<file path="src/rtl/crc_scan_pkg.sv">
package crc_scan_pkg;

   localparam logic [31:0] CRC_SEED      = 32'hFFFF_FFFF;
   localparam logic [31:0] CRC_POLY_REFL = 32'hEDB8_8320;

   typedef enum logic [1:0] {
      UNIT_BYTE = 2'd0,
      UNIT_HALF = 2'd1,
      UNIT_WORD = 2'd2
   } unit_t;

   typedef enum logic [1:0] {
      SQ_IDLE = 2'd0,
      SQ_REQ  = 2'd1,
      SQ_WAIT = 2'd2,
      SQ_GAP  = 2'd3
   } seq_state_t;

   function automatic unit_t unit_of(input logic [1:0] code);
      case (code)
         2'd0:    unit_of = UNIT_BYTE;
         2'd1:    unit_of = UNIT_HALF;
         default: unit_of = UNIT_WORD;
      endcase
   endfunction

   function automatic logic [2:0] unit_bytes(input unit_t u);
      case (u)
         UNIT_BYTE: unit_bytes = 3'd1;
         UNIT_HALF: unit_bytes = 3'd2;
         default:   unit_bytes = 3'd4;
      endcase
   endfunction

endpackage

</file>
<file path="src/rtl/crc_fold_unit.sv">
module crc_fold_unit
   import crc_scan_pkg::*;
#(
   parameter logic [31:0] POLY = CRC_POLY_REFL,
   parameter int          DATA_W = 32
) (
   input  logic [31:0]       crc_in,
   input  logic [DATA_W-1:0] data_in,
   input  unit_t             unit,
   output logic [31:0]       crc_out
);
   localparam int STAGES = DATA_W;

   if (DATA_W != 32) begin : g_bad_width
      $error("crc_fold_unit: DATA_W must be 32");
   end

   logic [31:0] chain [0:STAGES];

   assign chain[0] = crc_in;

   for (genvar i = 0; i < STAGES; i++) begin : g_bit
      logic fb;
      assign fb = chain[i][0] ^ data_in[i];
      assign chain[i+1] = {1'b0, chain[i][31:1]} ^ (fb ? POLY : 32'd0);
   end

   always_comb begin
      case (unit)
         UNIT_BYTE: crc_out = chain[8];
         UNIT_HALF: crc_out = chain[16];
         default:   crc_out = chain[32];
      endcase
   end

endmodule

</file>
<file path="src/rtl/access_pacer.sv">
module access_pacer #(
   parameter int DIV_W = 4
) (
   input  logic             clk,
   input  logic             rst_n,
   input  logic             load,
   input  logic [DIV_W-1:0] div_val,
   output logic             expire
);
   if (DIV_W < 1) begin : g_bad_div
      $error("access_pacer: DIV_W must be at least 1");
   end

   logic [DIV_W-1:0] left_q;

   always_ff @(posedge clk or negedge rst_n) begin
      if (!rst_n) begin
         left_q <= '0;
      end else if (load) begin
         left_q <= div_val;
      end else if (left_q != '0) begin
         left_q <= left_q - 1'b1;
      end
   end

   assign expire = (left_q == DIV_W'(1));

endmodule

</file>
<file path="src/rtl/fetch_sequencer.sv">
module fetch_sequencer
   import crc_scan_pkg::*;
#(
   parameter int ADDR_W  = 32,
   parameter int COUNT_W = 16,
   parameter int DIV_W   = 4
) (
   input  logic               clk,
   input  logic               rst_n,
   input  logic               cfg_enable,
   input  logic               fetch_start,
   input  logic [ADDR_W-1:0]  cfg_base_addr,
   input  logic [COUNT_W-1:0] cfg_count,
   input  logic [1:0]         cfg_width,
   input  logic [DIV_W-1:0]   cfg_divider,
   output logic               mem_req_valid,
   input  logic               mem_req_ready,
   output logic [ADDR_W-1:0]  mem_req_addr,
   output logic [1:0]         mem_req_size,
   input  logic               mem_rsp_valid,
   output logic               fold_en,
   output logic               fold_last,
   output unit_t              fold_unit,
   output logic               active
);
   seq_state_t         state_q;
   logic [ADDR_W-1:0]  addr_q;
   logic [COUNT_W-1:0] left_q;
   unit_t              unit_q;
   logic [DIV_W-1:0]   div_q;
   logic               start_ok;
   logic               pace_load;
   logic               pace_expire;
   logic               final_unit;

   access_pacer #(.DIV_W(DIV_W)) pacer_i (
      .clk     (clk),
      .rst_n   (rst_n),
      .load    (pace_load),
      .div_val (div_q),
      .expire  (pace_expire)
   );

   assign start_ok   = fetch_start && cfg_enable && (state_q == SQ_IDLE) && (cfg_count != '0);
   assign final_unit = (left_q == COUNT_W'(1));
   assign fold_en    = (state_q == SQ_WAIT) && mem_rsp_valid;
   assign fold_last  = fold_en && final_unit;
   assign pace_load  = fold_en && !final_unit && (div_q != '0);

   always_ff @(posedge clk or negedge rst_n) begin
      if (!rst_n) begin
         state_q <= SQ_IDLE;
         addr_q  <= '0;
         left_q  <= '0;
         unit_q  <= UNIT_BYTE;
         div_q   <= '0;
      end else begin
         case (state_q)
            SQ_IDLE: begin
               if (start_ok) begin
                  addr_q  <= cfg_base_addr;
                  left_q  <= cfg_count;
                  unit_q  <= unit_of(cfg_width);
                  div_q   <= cfg_divider;
                  state_q <= SQ_REQ;
               end
            end
            SQ_REQ: begin
               if (mem_req_ready) state_q <= SQ_WAIT;
            end
            SQ_WAIT: begin
               if (mem_rsp_valid) begin
                  addr_q <= addr_q + ADDR_W'(unit_bytes(unit_q));
                  left_q <= left_q - 1'b1;
                  if (final_unit)          state_q <= SQ_IDLE;
                  else if (div_q == '0)    state_q <= SQ_REQ;
                  else                     state_q <= SQ_GAP;
               end
            end
            SQ_GAP: begin
               if (pace_expire) state_q <= SQ_REQ;
            end
            default: state_q <= SQ_IDLE;
         endcase
      end
   end

   assign mem_req_valid = (state_q == SQ_REQ);
   assign mem_req_addr  = addr_q;
   assign mem_req_size  = unit_q;
   assign fold_unit     = unit_q;
   assign active        = (state_q != SQ_IDLE);

endmodule

</file>
<file path="src/rtl/crc_accum.sv">
module crc_accum
   import crc_scan_pkg::*;
(
   input  logic        clk,
   input  logic        rst_n,
   input  logic        crc_reset,
   input  logic        fold_en,
   input  logic        fold_last,
   input  unit_t       fold_unit,
   input  logic [31:0] fold_data,
   input  logic        cmp_enable,
   input  logic [31:0] cmp_ref,
   input  logic        err_clear,
   input  logic        err_mask,
   output logic [31:0] crc_value,
   output logic        err_flag,
   output logic        irq
);
   logic [31:0] crc_q;
   logic [31:0] crc_base;
   logic [31:0] crc_folded;
   logic        err_q;
   logic        err_set;

   assign crc_base = crc_reset ? CRC_SEED : crc_q;

   crc_fold_unit #(.POLY(CRC_POLY_REFL), .DATA_W(32)) fold_i (
      .crc_in  (crc_base),
      .data_in (fold_data),
      .unit    (fold_unit),
      .crc_out (crc_folded)
   );

   assign err_set = fold_last && cmp_enable && (crc_folded != cmp_ref);

   always_ff @(posedge clk or negedge rst_n) begin
      if (!rst_n) begin
         crc_q <= CRC_SEED;
         err_q <= 1'b0;
      end else begin
         crc_q <= fold_en ? crc_folded : crc_base;
         if (err_set)        err_q <= 1'b1;
         else if (err_clear) err_q <= 1'b0;
      end
   end

   assign crc_value = crc_q;
   assign err_flag  = err_q;
   assign irq       = err_q & err_mask;

endmodule

</file>
<file path="src/rtl/crc_scan_engine.sv">
module crc_scan_engine
   import crc_scan_pkg::*;
#(
   parameter int ADDR_W  = 32,
   parameter int COUNT_W = 16,
   parameter int DIV_W   = 4
) (
   input  logic               clk,
   input  logic               rst_n,
   input  logic               cfg_enable,
   input  logic               fetch_start,
   input  logic [ADDR_W-1:0]  cfg_base_addr,
   input  logic [COUNT_W-1:0] cfg_count,
   input  logic [1:0]         cfg_width,
   input  logic [DIV_W-1:0]   cfg_divider,
   input  logic               cmp_enable,
   input  logic [31:0]        cmp_ref,
   input  logic               crc_reset,
   input  logic               err_clear,
   input  logic               err_mask,
   output logic               mem_req_valid,
   input  logic               mem_req_ready,
   output logic [ADDR_W-1:0]  mem_req_addr,
   output logic [1:0]         mem_req_size,
   input  logic               mem_rsp_valid,
   input  logic [31:0]        mem_rsp_data,
   output logic [31:0]        crc_value,
   output logic               fetch_active,
   output logic               err_flag,
   output logic               irq
);
   if (ADDR_W < 2 || ADDR_W > 64) begin : g_bad_addr
      $error("crc_scan_engine: ADDR_W out of range 2..64");
   end
   if (COUNT_W < 1) begin : g_bad_count
      $error("crc_scan_engine: COUNT_W must be at least 1");
   end

   logic  fold_en;
   logic  fold_last;
   unit_t fold_unit;

   fetch_sequencer #(
      .ADDR_W  (ADDR_W),
      .COUNT_W (COUNT_W),
      .DIV_W   (DIV_W)
   ) seq_i (
      .clk           (clk),
      .rst_n         (rst_n),
      .cfg_enable    (cfg_enable),
      .fetch_start   (fetch_start),
      .cfg_base_addr (cfg_base_addr),
      .cfg_count     (cfg_count),
      .cfg_width     (cfg_width),
      .cfg_divider   (cfg_divider),
      .mem_req_valid (mem_req_valid),
      .mem_req_ready (mem_req_ready),
      .mem_req_addr  (mem_req_addr),
      .mem_req_size  (mem_req_size),
      .mem_rsp_valid (mem_rsp_valid),
      .fold_en       (fold_en),
      .fold_last     (fold_last),
      .fold_unit     (fold_unit),
      .active        (fetch_active)
   );

   crc_accum acc_i (
      .clk        (clk),
      .rst_n      (rst_n),
      .crc_reset  (crc_reset),
      .fold_en    (fold_en),
      .fold_last  (fold_last),
      .fold_unit  (fold_unit),
      .fold_data  (mem_rsp_data),
      .cmp_enable (cmp_enable),
      .cmp_ref    (cmp_ref),
      .err_clear  (err_clear),
      .err_mask   (err_mask),
      .crc_value  (crc_value),
      .err_flag   (err_flag),
      .irq        (irq)
   );

endmodule

</file>
<file path="config.mk">
export PLATFORM = sky130hd
export DESIGN_NAME = crc_scan_engine
export DESIGN_NICKNAME = d
export VERILOG_FILES = /design/src/rtl/crc_scan_pkg.sv /design/src/rtl/crc_fold_unit.sv /design/src/rtl/access_pacer.sv /design/src/rtl/fetch_sequencer.sv /design/src/rtl/crc_accum.sv /design/src/rtl/crc_scan_engine.sv
export SDC_FILE = /design/constraint.sdc
export NUM_CORES = 1
export LEC_CHECK = 0
export BUFFER_PORTS_ARGS = -buffer_cell sky130_fd_sc_hd__buf_4
export CORE_ASPECT_RATIO = 2
export CORE_MARGIN = 3
export CORE_UTILIZATION = 48
export DETAILED_ROUTE_END_ITERATION = 10
export GPL_TIMING_DRIVEN = 0
export PLACE_DENSITY_LB_ADDON = 0.2
export SLEW_MARGIN = 30
export SYNTH_ARGS = -nofsm -noshare
export SYNTH_HDL_FRONTEND = slang
export SYNTH_HIERARCHICAL = 1
export SYNTH_SLANG_ARGS = --single-unit
</file>
<file path="constraint.sdc">
create_clock -name clk -period 5.6 [get_ports clk]
set_clock_uncertainty 0.2 [all_clocks]
set_input_delay 0 -clock clk [delete_from_list [all_inputs] [get_ports clk]]
set_output_delay 0 -clock clk [all_outputs]
set_load 0.02 [all_outputs]
</file>
**Word level (Yosys, flattened, before mapping)**

Cells that the tools add are included.

- Bits in registers: 93
- Input bits: 128
- Output and inout bits: 70
- Word-level logic and storage cells: 168

- Add/subtract/negate cells: 3
- Equal/unequal tests: 12
- Multiplexer cells: 56
- Bitwise logic cells: 65
- Reduce and logical (&&, ||, !) cells: 24

Operator list:

| operator | number |
|---|---|
| two-way mux 32 bit | 36 |
| bitwise XOR 31 x 32 -> 32 bit | 32 |
| one-hot mux 32 bit (2 select lines) | 2 |
| adder 32 x 3 -> 32 bit | 1 |
| two-way mux 16 bit | 2 |
| != test 32 bit | 1 |
| one-hot mux 16 bit (2 select lines) | 1 |
| bitwise XOR 1 bit | 32 |
| equality test 16 x 1 -> 1 bit, second input constant | 1 |
| nonzero test 16 bit | 1 |
| subtractor 16 x 1 -> 16 bit, second input constant | 1 |
| two-way mux 2 bit | 6 |
| logical AND 1 bit | 9 |
| two-way mux 4 bit | 2 |
| one-hot mux 2 bit (4 select lines) | 1 |
| nonzero test 2 bit | 4 |
| nonzero test 4 bit | 2 |
| equality test 2 x 1 -> 1 bit, second input constant | 3 |
| zero test 2 bit | 3 |
| two-way mux 3 bit | 2 |
| != test 2 x 1 -> 1 bit, second input constant | 3 |
| one-hot mux 3 bit (2 select lines) | 1 |
| equality test 2 bit, second input constant | 2 |
| equality test 4 x 1 -> 1 bit, second input constant | 1 |
| other kinds (10) | 11 |

**Longest topological paths before layout**

Gate-level depths: netlist of the first run.

- Word-level depth: 101
- Depth in mapped cells: 18
- Gate-level depth less buffers: 16

**By module**

The synthesis of the first run kept the hierarchy.

Modules (own cells, without submodules):

| module | times used | cells an instance | area each (µm²) |
|---|---|---|---|
| crc_fold_unit | 1 | 427 | 4590.7 |
| fetch_sequencer | 1 | 494 | 4211.5 |
| crc_accum | 1 | 150 | 1821.7 |
| access_pacer | 1 | 24 | 265.3 |

**Worst setup path before layout of the first run**

OpenSTA, ideal clock, no wires.

- Kind: reg-to-reg
- Start: register acc_i.crc_q[0], in the netlist acc_i/crc_value[0]
- End: register acc_i.err_q, in the netlist acc_i/err_flag
- Data arrival time: 5051 ps
- Data required time: 5273 ps
- Slack: 223 ps
- Stages on the path, launching flop included: 17
- Path buffers: 0
- Clock period less this slack: 5377 ps
- Cells stage by stage: dfstp_2 or2_2 xnor2_4 xnor3_2 xnor2_4 xor3_2 xnor2_4 xnor3_2 xnor2_4 xor2_4 xnor3_1 a21oi_1 xor2_1 nor4_1 nand4_1 o211ai_1 o21ai_1

- Longest elaborated chain between the ends: 49
- Elaborated cells on any way between the ends: 78

RTL lines:

| item | RTL line | RTL |
|---|---|---|
| from (decl) | crc_accum.sv:19 | `logic [31:0] crc_q;` |
| from (signal assigned) | crc_accum.sv:41 | `crc_q <= fold_en ? crc_folded : crc_base;` |
| two-way mux 32 bit (*) | crc_accum.sv:25 | `assign crc_base = crc_reset ? CRC_SEED : crc_q;` |
| net acc_i.crc_base[0] | crc_accum.sv:20 | `logic [31:0] crc_base;` |
| bitwise XOR 1 bit (*) | crc_fold_unit.sv:24 | `assign fb = chain[i][0] ^ data_in[i];` |
| two-way mux 32 bit (*) | crc_fold_unit.sv:25 | `assign chain[i+1] = {1'b0, chain[i][31:1]} ^ (fb ? POLY : 32'd0);` |
| bitwise XOR 31 x 32 -> 32 bit (*) (6 in a row) | crc_fold_unit.sv:25 |  |
| bitwise XOR 1 bit | crc_fold_unit.sv:24 |  |
| two-way mux 32 bit | crc_fold_unit.sv:25 |  |
| bitwise XOR 31 x 32 -> 32 bit (*) (2 in a row) | crc_fold_unit.sv:25 |  |
| (+28 left out) | -- |  |
| bitwise XOR 1 bit | crc_fold_unit.sv:24 |  |
| two-way mux 32 bit | crc_fold_unit.sv:25 |  |
| bitwise XOR 31 x 32 -> 32 bit (2 in a row) | crc_fold_unit.sv:25 |  |
| one-hot mux 32 bit (2 select lines) (*) | crc_fold_unit.sv:29 | `case (unit)` |
| net acc_i.crc_folded[7] | crc_accum.sv:21 | `logic [31:0] crc_folded;` |
| != test 32 bit (*) | crc_accum.sv:34 | `assign err_set = fold_last && cmp_enable && (crc_folded != cmp_ref);` |
| logical AND 1 bit (*) | crc_accum.sv:34 |  |
| two-way mux 1 bit or nonzero test 2 bit (tied branches) | -- |  |
| to (signal assigned) | crc_accum.sv:39 | `err_q <= 1'b0;` |
| to (signal assigned) | crc_accum.sv:42 | `if (err_set) err_q <= 1'b1;` |
| to (signal assigned) | crc_accum.sv:43 | `else if (err_clear) err_q <= 1'b0;` |
| to (decl) | crc_accum.sv:22 | `logic err_q;` |

The timed path passes the listed nets; every way through them passes the cells marked *.
A chain may end at the register's enable or synchronous reset.

**Final worst setup path of the first run**

- Start: register acc_i.crc_q[0], in the netlist acc_i/crc_value[0]
- End: register acc_i.err_q, in the netlist acc_i/err_flag

- Elaborated cells on any way between the ends: 78

RTL lines:

| item | RTL line |
|---|---|
| two-way mux 32 bit (*) | crc_accum.sv:25 |
| net acc_i.crc_base[0] | crc_accum.sv:20 |
| bitwise XOR 1 bit (*) | crc_fold_unit.sv:24 |
| two-way mux 32 bit (*) | crc_fold_unit.sv:25 |
| bitwise XOR 31 x 32 -> 32 bit (*) (6 in a row) | crc_fold_unit.sv:25 |
| bitwise XOR 1 bit or bitwise XOR 31 x 32 -> 32 bit (tied branches) | crc_fold_unit.sv:24, crc_fold_unit.sv:25 |
| two-way mux 32 bit or bitwise XOR 31 x 32 -> 32 bit (tied branches) | crc_fold_unit.sv:25 |
| bitwise XOR 31 x 32 -> 32 bit (*) (6 in a row) | crc_fold_unit.sv:25 |
| (+20 left out) | -- |
| bitwise XOR 1 bit | crc_fold_unit.sv:24 |
| two-way mux 32 bit | crc_fold_unit.sv:25 |
| bitwise XOR 31 x 32 -> 32 bit (4 in a row) | crc_fold_unit.sv:25 |
| one-hot mux 32 bit (2 select lines) (*) | crc_fold_unit.sv:29 |
| net acc_i.crc_folded[6] | crc_accum.sv:21 |
| != test 32 bit (*) | crc_accum.sv:34 |
| logical AND 1 bit (*) | crc_accum.sv:34 |
| two-way mux 1 bit or nonzero test 2 bit (tied branches) | -- |

Marked as above.

==> flow_summary.ini, run 1 <==
[die]
fp-row-count = 77
die_area_um2 = 24600
start_util_pct = 48.9
core_um2 = 22300
dieHeight_um = 219
die_x_um = 113
ios = 198

[min_path]
worstHoldEndpoint = acc_i/err_flag
hp-start = cmp_ref[26]
hold_depth = 6
hold_class = primary input to register

[sta]
hold_ws_ns = 0.00801
hold_viol = 0
setup_slack_ns = 0.0395
tightest_slew_ns = 1.06
fmaxAchievable_mhz = 180
finalSetupViolations = 0
slew_violations = 0
min_period_ns = 5.56
period_share_pct = 99.3
slew_headroom_pct = 28.9

[synth]
syn-cell-area_um2 = 10900
syn-instance-count = 1095
synth_adder_area_share_pct = 1.56
ys_seq_area_share_pct = 21.7
yosys-top-cells-count = xnor2_1 (171), xor2_1 (81), nor2_1 (77)
synth_edf_count = 0
yosysUniqueCellTypes = 84
synth_seq_cells = 93
synth.mux.area_fraction_pct = 5.87
synth_top_area_share_pct = 14.0
synth_top_family_by_area = XOR/XNOR gates
synth-simple-area-share_pct = 13.9
synth_flop_cell = dfrtp_1
synth_compound_gate_area_share_pct = 14.2
synth-xor-area-share_pct = 39.3
avgSynthCellArea_um2 = 9.94
yosys.cell_count.top_type = xnor2_1
synth-warning-count = 6
syn-num-nets = 1236
async_flop_share_pct = 100
yosys.area.top_type = dfrtp_1
synth_area_leaders = dfrtp_1 (14%), xnor2_1 (14%), dfstp_2 (7.7%)

[critical_path]
r2r_slack_ns = 0.04
worstPathRequired_ns = 5.66
crit_chain = or2_2 > xnor3_2 > xor3_1 > clkbuf_4 > xnor3_2 > xnor2_4 > xnor3_2 > xor2_4 > buf_12 > xnor2_4 > xnor2_2 > a21oi_1 > xor2_1 > nor4_4 > nand4_1 > o211ai_1 > o21ai_1
worstPathArrival_ns = 5.62
worstPathMaxFanout = 10
crit_family = XOR/XNOR gates
cpPeakStageDelay_ns = 0.62
timing.rr.start = acc_i/crc_value[0]
critPathSlowestCell = xnor3_2
cpMostUsedCell = xnor3_2
critPathKind = register to register
r2r-end = acc_i/err_flag
crit_path_start_kind = register
end_kind = register
path_buf_inv = 2
rr_worst_depth = 17

[clock_network]
clk_path_buf_depth = 2
cts_sinks = 93
cts_max_level = 3
tritoncts = built
ctsRootBufferMaster = clkbuf_16
clkTransAtPathRegs_ns = 0.08
clkLatencyLatePin_ns = 0.37
cts_buffers = 9

[place]
pre_cts_ws_ns = -1.59
io_buffers = 196
globalplace.congestion = 1.04
dp_hpwl_um = 39100

[detailed_routing]
drc = 0
avgRoutedWirePerCell_um = 29.5
wl_um = 50600
ant_nets = 0
routed_via_density = 6.17
drtPass1Iterations = 5
drt_iter0_markers = 596
vias = 10600

[global_routing]
grt-ovfl-total = 0
grt_max_degree = 94
grt_pass1_vias = 11100
grtUsageTotal_pct = 40.0
antenna_found_initial = 1
grt_pass1_wl_um = 70900

[finish]
drive_gt1_share_pct = 37.4
diodes = 0
area_growth_pct = 37.6
fill_cells = 1777
nets = 1578

[flow_run]
cap_violations = 0

[outcome]
status = finished clean
==> flip-flops by register name, indices dropped and copies added (netlist names) <==
signal / flops
acc_i/crc_value: 32
acc_i/err_flag: 1
seq_i/div_q: 4
seq_i/fold_unit: 2
seq_i/left_q: 16
seq_i/mem_req_addr: 32
seq_i/pacer_i/left_q: 4
seq_i/state_q: 2
==> routing by layer <==
metal	GRT usage [%]	part of all wire, %
met1	33.4	28
met2	75.4	54
met3	5.30	5.6
met4	42.0	13
met5	0	0
==> worst max path at each step <==
stage / depth (start not counted) / startpoint / to
after floorplan: 16 / acc_i/crc_value[0] / acc_i/err_flag
after global placement: 17 / crc_reset / acc_i/err_flag
after detailed placement: 17 / crc_reset / acc_i/err_flag
after CTS: 18 / acc_i/crc_value[3] / acc_i/err_flag
after global routing: 17 / acc_i/crc_value[14] / acc_i/err_flag
final: 17 / acc_i/crc_value[0] / acc_i/err_flag
==> stage by stage <==
stage                     setup TNS [ns]  utilization [%]  instance area (um^2)  cells
final                                  0             67.3                 15000   1718
after detailed placement           -6.46             57.2                 12700   1567
after floorplan                        0                -                 10900   1095
after global placement             -5.88             57.1                 12700   1567
after CTS                              0             65.6                 14600   1692
after global routing             -0.0581             67.3                 15000   1718
==> cell type report <==
type / instances / area (um^2) / area share, %
clock inverter: 6 / 93.8 / 0.627
tap: 276 / 345 / 2.31
inverter: 26 / 97.6 / 0.652
buffer: 58 / 288 / 1.92
multi-input combinational: 918 / 8800 / 58.8
timing repair buffer: 331 / 2760 / 18.4
clock buffer: 10 / 229 / 1.53
sequential: 93 / 2370 / 15.8
==> worst min-delay path, cell delays in order <==
cell and delay [ns]:
buf_4 0.08, xor2_1 0.14, nor4_1 0.07, nand4_1 0.10
o211ai_1 0.09, o21ai_1 0.07
==> cell usage in the layout, fill, tap and decap left out, types with 9 or more instances in the layout <==
master         instances
buf_2                 12
nor3_1                18
dlygate4sd3_1         64
dfstp_2               32
nand2_1               44
xnor3_2               22
a211oi_1              32
or2_2                 32
inv_1                 26
a21oi_2               12
xor2_1                74
and3_1                13
xnor2_1              143
clkbuf_1              33
xnor2_4               28
buf_4                262
xor2_4                 9
ha_1                  12
nand3_1               13
o21ai_0               18
a21oi_1               54
nor4_1                13
xnor3_1               27
mux2_2                39
xnor2_2               26
nand4_1               15
a31oi_1               12
mux2i_1               20
nor2_1                77
clkbuf_16              9
dfrtp_1               61
==> logic make-up (layout without fill, tap and decap cells) <==
kind of cell	count (synthesis)	after routing
AOI/OAI and AO/OA	224	224
xor gates and xnor gates	344	344
adders and majority gates	13	13
buffers and inverters	84	431
DFF	93	93
muxes	59	59
and+or+nand+nor	278	278
==> timing repair <==
item / in CTS / in global routing
cloned: 0 / 0
hold buffers: 64 / 0
pin swaps: 26 / 25
setup endpoints to repair: 14 / 1
hold endpoints to repair: 119 / 0
buffers inserted: 45 / 26
resized for setup: 72 / 25
Power of run 1 is not shown: default switching activity piles up to over one toggle a cycle in this logic, so the estimate is an artifact.
==> run 2: changes to the inputs <==
--- a/config.mk
+++ b/config.mk
@@ -8,8 +8,10 @@
 export BUFFER_PORTS_ARGS = -buffer_cell sky130_fd_sc_hd__buf_4
 export CORE_ASPECT_RATIO = 2
 export CORE_MARGIN = 3
-export CORE_UTILIZATION = 48
+export CORE_UTILIZATION = 50
+export CTS_BUF_LIST = sky130_fd_sc_hd__clkbuf_4 sky130_fd_sc_hd__clkbuf_8
 export DETAILED_ROUTE_END_ITERATION = 10
+export GPL_ROUTABILITY_DRIVEN = 0
 export GPL_TIMING_DRIVEN = 0
 export PLACE_DENSITY_LB_ADDON = 0.2
 export SLEW_MARGIN = 30
==> run 2 against run 1 <==
  * The run now ends with hold timing, setup timing left
  * Critical path depth did not move
  * Core utilization rose by 4.8 points
  * Register-to-register slack worse by 0.23 ns
  * Sequential cell count unchanged
  * Hold slack lost 0.018 ns
  * Wire length decreased by 0.45%
  * Count of clock-buffer cells in the layout shrank 1
  * Die area is 3.8% lower
  * Non-clock buffer count rose by 37
  * First-iteration DRC count is 55% higher
  * Maximum frequency decreased by 4.0%
  * Highest routed layer unchanged
==> flow_summary.ini, run 2 (synthesized netlist as in run 1, its figures left out) <==
[critical_path]
cpPeakStageDelay_ns = 0.61
worstPathArrival_ns = 5.89
worstPathRequired_ns = 5.69
critPathKind = register to register
crit_family = XOR/XNOR gates
crit_chain = or2_2 > xor2_4 > xnor3_2 > xnor2_2 > xnor3_2 > buf_4 > buf_12 > xor2_4 > buf_4 > xnor3_1 > xor3_1 > mux2i_2 > xor2_1 > nor4_2 > nand4_1 > o211ai_1 > o21ai_1
path_buf_inv = 3
end_kind = register
worstPathMaxFanout = 3
crit_path_start_kind = register
critPathSlowestCell = xnor3_2

[clock_network]
cts_buffers = 9
ctsRootBufferMaster = clkbuf_8
clkLatencyLatePin_ns = 0.41
cts_max_level = 3
clkTransAtPathRegs_ns = 0.12
tritoncts = built
cts_sinks = 93
clk_path_buf_depth = 2

[finish]
diodes = 0
nets = 1615
drive_gt1_share_pct = 40.2
area_growth_pct = 40.5
mostFrequentLayoutCell = buf_4
layoutNonFillerInstCount = 1748
final_cell_mix = buf_4 (296), xnor2_1 (140), nor2_1 (77)

[global_routing]
grt_pass1_vias = 11300
grtUsageTotal_pct = 41.6
grt_pass1_wl_um = 70300
antenna_found_initial = 0
grt-ovfl-total = 0
grt_max_degree = 94

[sta]
setup_slack_ns = -0.192
hold_ws_ns = -0.00974
slew_violations = 0
slew_headroom_pct = 18.4
hold_viol = 3
fmaxAchievable_mhz = 173
min_period_ns = 5.79
period_share_pct = 103
tightest_slew_ns = 1.22
finalSetupViolations = 1

[die]
die_x_um = 110
ios = 198
start_util_pct = 51.3
dieHeight_um = 215
core_um2 = 21200
die_area_um2 = 23700
fp-row-count = 75

[flow_run]
cap_violations = 0

[outcome]
status = finished, violations left
failed_checks = hold timing, setup timing

[detailed_routing]
drtPass1Iterations = 6
drc = 0
routed_via_density = 6.32
vias = 11100
wl_um = 50400
ant_nets = 0
drt_iter0_markers = 924
avgRoutedWirePerCell_um = 28.8

[min_path]
hold_class = primary input to asynchronous set/reset pin

[place]
dp_cells = 1560
io_buffers = 196
dp_hpwl_um = 35200
==> run 2: metal layers <==
metal | global-route usage (%) | share of wire, % | vias up
li1 | - | - | 4652
met1 | 38.0 | 28 | 5236
met2 | 67.7 | 49 | 833
met3 | 14.0 | 10 | 333
met4 | 41.3 | 13 | 0
met5 | 0.223 | 0 | -
==> run 2: final timing paths <==
check                                   startpoint                      to  slack [ns]  depth (start not counted)
worst max-delay path            acc_i/crc_value[4]          acc_i/err_flag       -0.19                         17
worst min-delay path                         rst_n        seq_i/left_q[10]       -0.01                          2
worst max register to register  acc_i/crc_value[4]          acc_i/err_flag       -0.19                         17
worst min register to register    seq_i/left_q[12]        seq_i/left_q[12]        0.33                          1
max in group asynchronous                    rst_n  seq_i/mem_req_addr[14]        4.57                          2
min in group clk                       cmp_ref[19]          acc_i/err_flag        0.02                          6
==> run 2: layout make-up <==
class	count	area [um^2]
multi-input combinational	918	9000
buffer	58	292
sequential	93	2370
fill	1550	5910
clock buffer	9	124
clock inverter	7	63.8
inverter	26	97.6
timing repair buffer	368	3020
tap	269	337
==> run 2: per-stage QoR <==
| step | setup TNS (ns) | cell area [um^2] | setup WS (ns) | util [%] | hold slack, ns |
|---|---|---|---|---|---|
| floorplan | 0 | 10900 | 0.223 | - | -0.496 |
| global placement | -3.75 | 12700 | -1.37 | 59.9 | -0.0307 |
| detailed placement | -4.31 | 12700 | -1.42 | 59.9 | -0.0354 |
| CTS | 0 | 14500 | 0.00430 | 68.4 | 0.0112 |
| global route | -0.145 | 15300 | -0.145 | 72.1 | 0.0363 |
| finish | -0.192 | 15300 | -0.192 | 72.1 | -0.00974 |
==> run 2: repair_timing <==
item / in CTS / in global routing
endpoints found under the hold margin: 143 / 0
setup buffers: 53 / 51
pin swaps: 36 / 47
hold buffers: 68 / 0
gates resized for setup: 68 / 61
setup endpoints to repair: 9 / 1
==> run 2: worst reg2reg max path, stage by stage (launching register included) <==
cell and delay, ns:
dfstp_2 0.38, or2_2 0.32, xor2_4 0.31, xnor3_2 0.61, xnor2_2 0.20, xnor3_2 0.32, buf_4 0.17, buf_12 0.12
xor2_4 0.27, buf_4 0.20, xnor3_1 0.55, xor3_1 0.27, mux2i_2 0.60, xor2_1 0.17, nor4_2 0.45, nand4_1 0.23
o211ai_1 0.22, o21ai_1 0.09
Power of run 2 is left out for the same reason.
==> run 3: changes to the inputs <==
--- a/config.mk
+++ b/config.mk
@@ -9,7 +9,6 @@
 export CORE_ASPECT_RATIO = 2
 export CORE_MARGIN = 3
 export CORE_UTILIZATION = 50
-export CTS_BUF_LIST = sky130_fd_sc_hd__clkbuf_4 sky130_fd_sc_hd__clkbuf_8
 export DETAILED_ROUTE_END_ITERATION = 10
 export GPL_ROUTABILITY_DRIVEN = 0
 export GPL_TIMING_DRIVEN = 0
==> run 3 against run 2 <==
  * The run ends with setup timing left
  * Register-to-register slack lost 0.04 ns
  * Worst setup slack worse by 0.042 ns
  * Sequential share of layout area about the same
  * Critical path depth up 2
  * Wire length rose by 1.2%
  * Cell count is 0.69% lower
  * Sequential cell count stayed put
  * Die area unchanged
  * Hold slack better by 0.024 ns
  * Non-clock buffer count shrank 15
  * Core utilization decreased by 0.077 points
==> flow_summary.ini, run 3 (synthesized netlist as in run 1, its figures left out) <==
[sta]
hold_viol = 0
slew_headroom_pct = 11.9
finalSetupViolations = 1
min_period_ns = 5.83
setup_slack_ns = -0.234
slew_violations = 0
fmaxAchievable_mhz = 171
tightest_slew_ns = 1.31
period_share_pct = 104

[global_routing]
grt_pass1_wl_um = 71000
use_met3_pct = 15.6
grt-ovfl-total = 0
busiest_layer = met2
globalRouteMet1Util_pct = 38.1
grt_max_degree = 94
antenna_found_initial = 6
grtUsageTotal_pct = 42.1
grt_util_met2_pct = 68.8
grt_pass1_vias = 11300

[min_path]
hp-start = cmp_ref[0]
hold_class = primary input to register

[detailed_routing]
routed_via_density = 6.38
drc = 0
avgRoutedWirePerCell_um = 29.4
ant_nets = 0
wl_um = 51000
drt_iter0_markers = 1066
vias = 11100
drtPass1Iterations = 5

[die]
ios = 198
core_um2 = 21200
fp-row-count = 75
dieHeight_um = 215
start_util_pct = 51.3
die_x_um = 110
die_area_um2 = 23700

[clock_network]
cts_sinks = 93
clk_path_buf_depth = 2
cts_buffers = 9
cts_max_level = 3
tritoncts = built
clkTransAtPathRegs_ns = 0.07
clkLatencyLatePin_ns = 0.37
ctsRootBufferMaster = clkbuf_16

[outcome]
failed_checks = setup timing
status = finished, violations left

[finish]
final_cell_mix = buf_4 (283), xnor2_1 (141), nor2_1 (77)
drive_gt1_share_pct = 39.3
area_growth_pct = 40.3
nets = 1600
fill_cells = 1572
multi_input_area_um2 = 8980
mostFrequentLayoutCell = buf_4
seqCellArea_um2 = 2370

[flow_run]
cap_violations = 0

[place]
io_buffers = 196
dp_hpwl_um = 35200
pre_cts_ws_ns = -1.42

[critical_path]
worstPathArrival_ns = 5.89
worstPathRequired_ns = 5.65
crit_start = acc_i/crc_value[4]
end_kind = register
critPathKind = register to register
crit_path_start_kind = register
timing.rr.start = acc_i/crc_value[4]
worstPathMaxFanout = 7
## run 3: cell count changes in the layout (fill, tap and decap cells not counted), moves of 2 or more
cell,before,now
xnor2_2,26,23
xor2_1,69,71
a21oi_1,51,54
a211oi_2,3,1
diode_2,0,3
dlygate4sd3_1,68,65
xnor2_4,31,33
clkbuf_16,0,9
buf_4,296,283
xor2_2,7,4
a21oi_2,13,11
a211oi_1,30,32
clkbuf_8,10,1
## run 3: path summary, 6_finish.rpt
check | end | slack [ns] | cells after the start
max | acc_i/err_flag | -0.23 | 19
min | acc_i/err_flag | 0.01 | 6
max reg2reg | acc_i/err_flag | -0.23 | 19
min reg2reg | seq_i/left_q[12] | 0.33 | 1
max in group asynchronous | seq_i/mem_req_addr[11] | 4.51 | 2
min in group asynchronous | seq_i/left_q[11] | 0.05 | 2
## run 3: layer usage
metal | vias up | wire, um
li1 | 4635 | -
met1 | 5218 | 14200
met2 | 859 | 25100
met3 | 353 | 5260
met4 | 4 | 6390
met5 | - | 33
## run 3: critical path, cell delays in order (launching register included)
cell	delay, ns
dfstp_2	0.37
or2_2	0.32
xor2_4	0.29
buf_6	0.22
xnor2_2	0.13
xnor2_4	0.32
xnor3_2	0.47
buf_12	0.16
xor2_4	0.27
xnor3_2	0.49
buf_4	0.18
buf_4	0.16
xnor2_1	0.14
xnor2_1	0.54
a21oi_1	0.27
xor2_1	0.27
nor4_4	0.45
nand4_1	0.17
o211ai_1	0.19
o21ai_1	0.09
## run 3: layout make-up
| class | count | share of cell area [%] |
|---|---|---|
| Buffer | 58 | 1.91 |
| Timing Repair Buffer | 353 | 19.1 |
| Inverter | 26 | 0.639 |
| Clock inverter | 7 | 0.418 |
| Sequential cell | 93 | 15.5 |
| Multi-Input combinational cell | 918 | 58.8 |
| Clock buffer | 9 | 1.47 |
| Antenna cell | 3 | 0.0491 |
| Tap cell | 269 | 2.20 |
## run 3: per-stage QoR
step	setup TNS [ns]	hold WS [ns]	instance area [um^2]	std cells	utilization, %
floorplan	0	-0.496	10900	1095	-
global placement	-3.75	-0.0307	12700	1560	59.9
detailed placement	-4.31	-0.0354	12700	1560	59.9
CTS	0	0.00741	14600	1695	68.8
global route	-0.218	0.0452	15300	1734	72.0
finish	-0.234	0.0139	15300	1736	72.1
## run 3: timing repair
action,CTS,global route
gates resized for setup,68,56
endpoints found under the hold margin,120,0
buffers inserted,54,38
setup endpoints to repair,9,1
hold buffers,65,0
pin swaps,36,41
Power of run 3 is left out for the same reason.
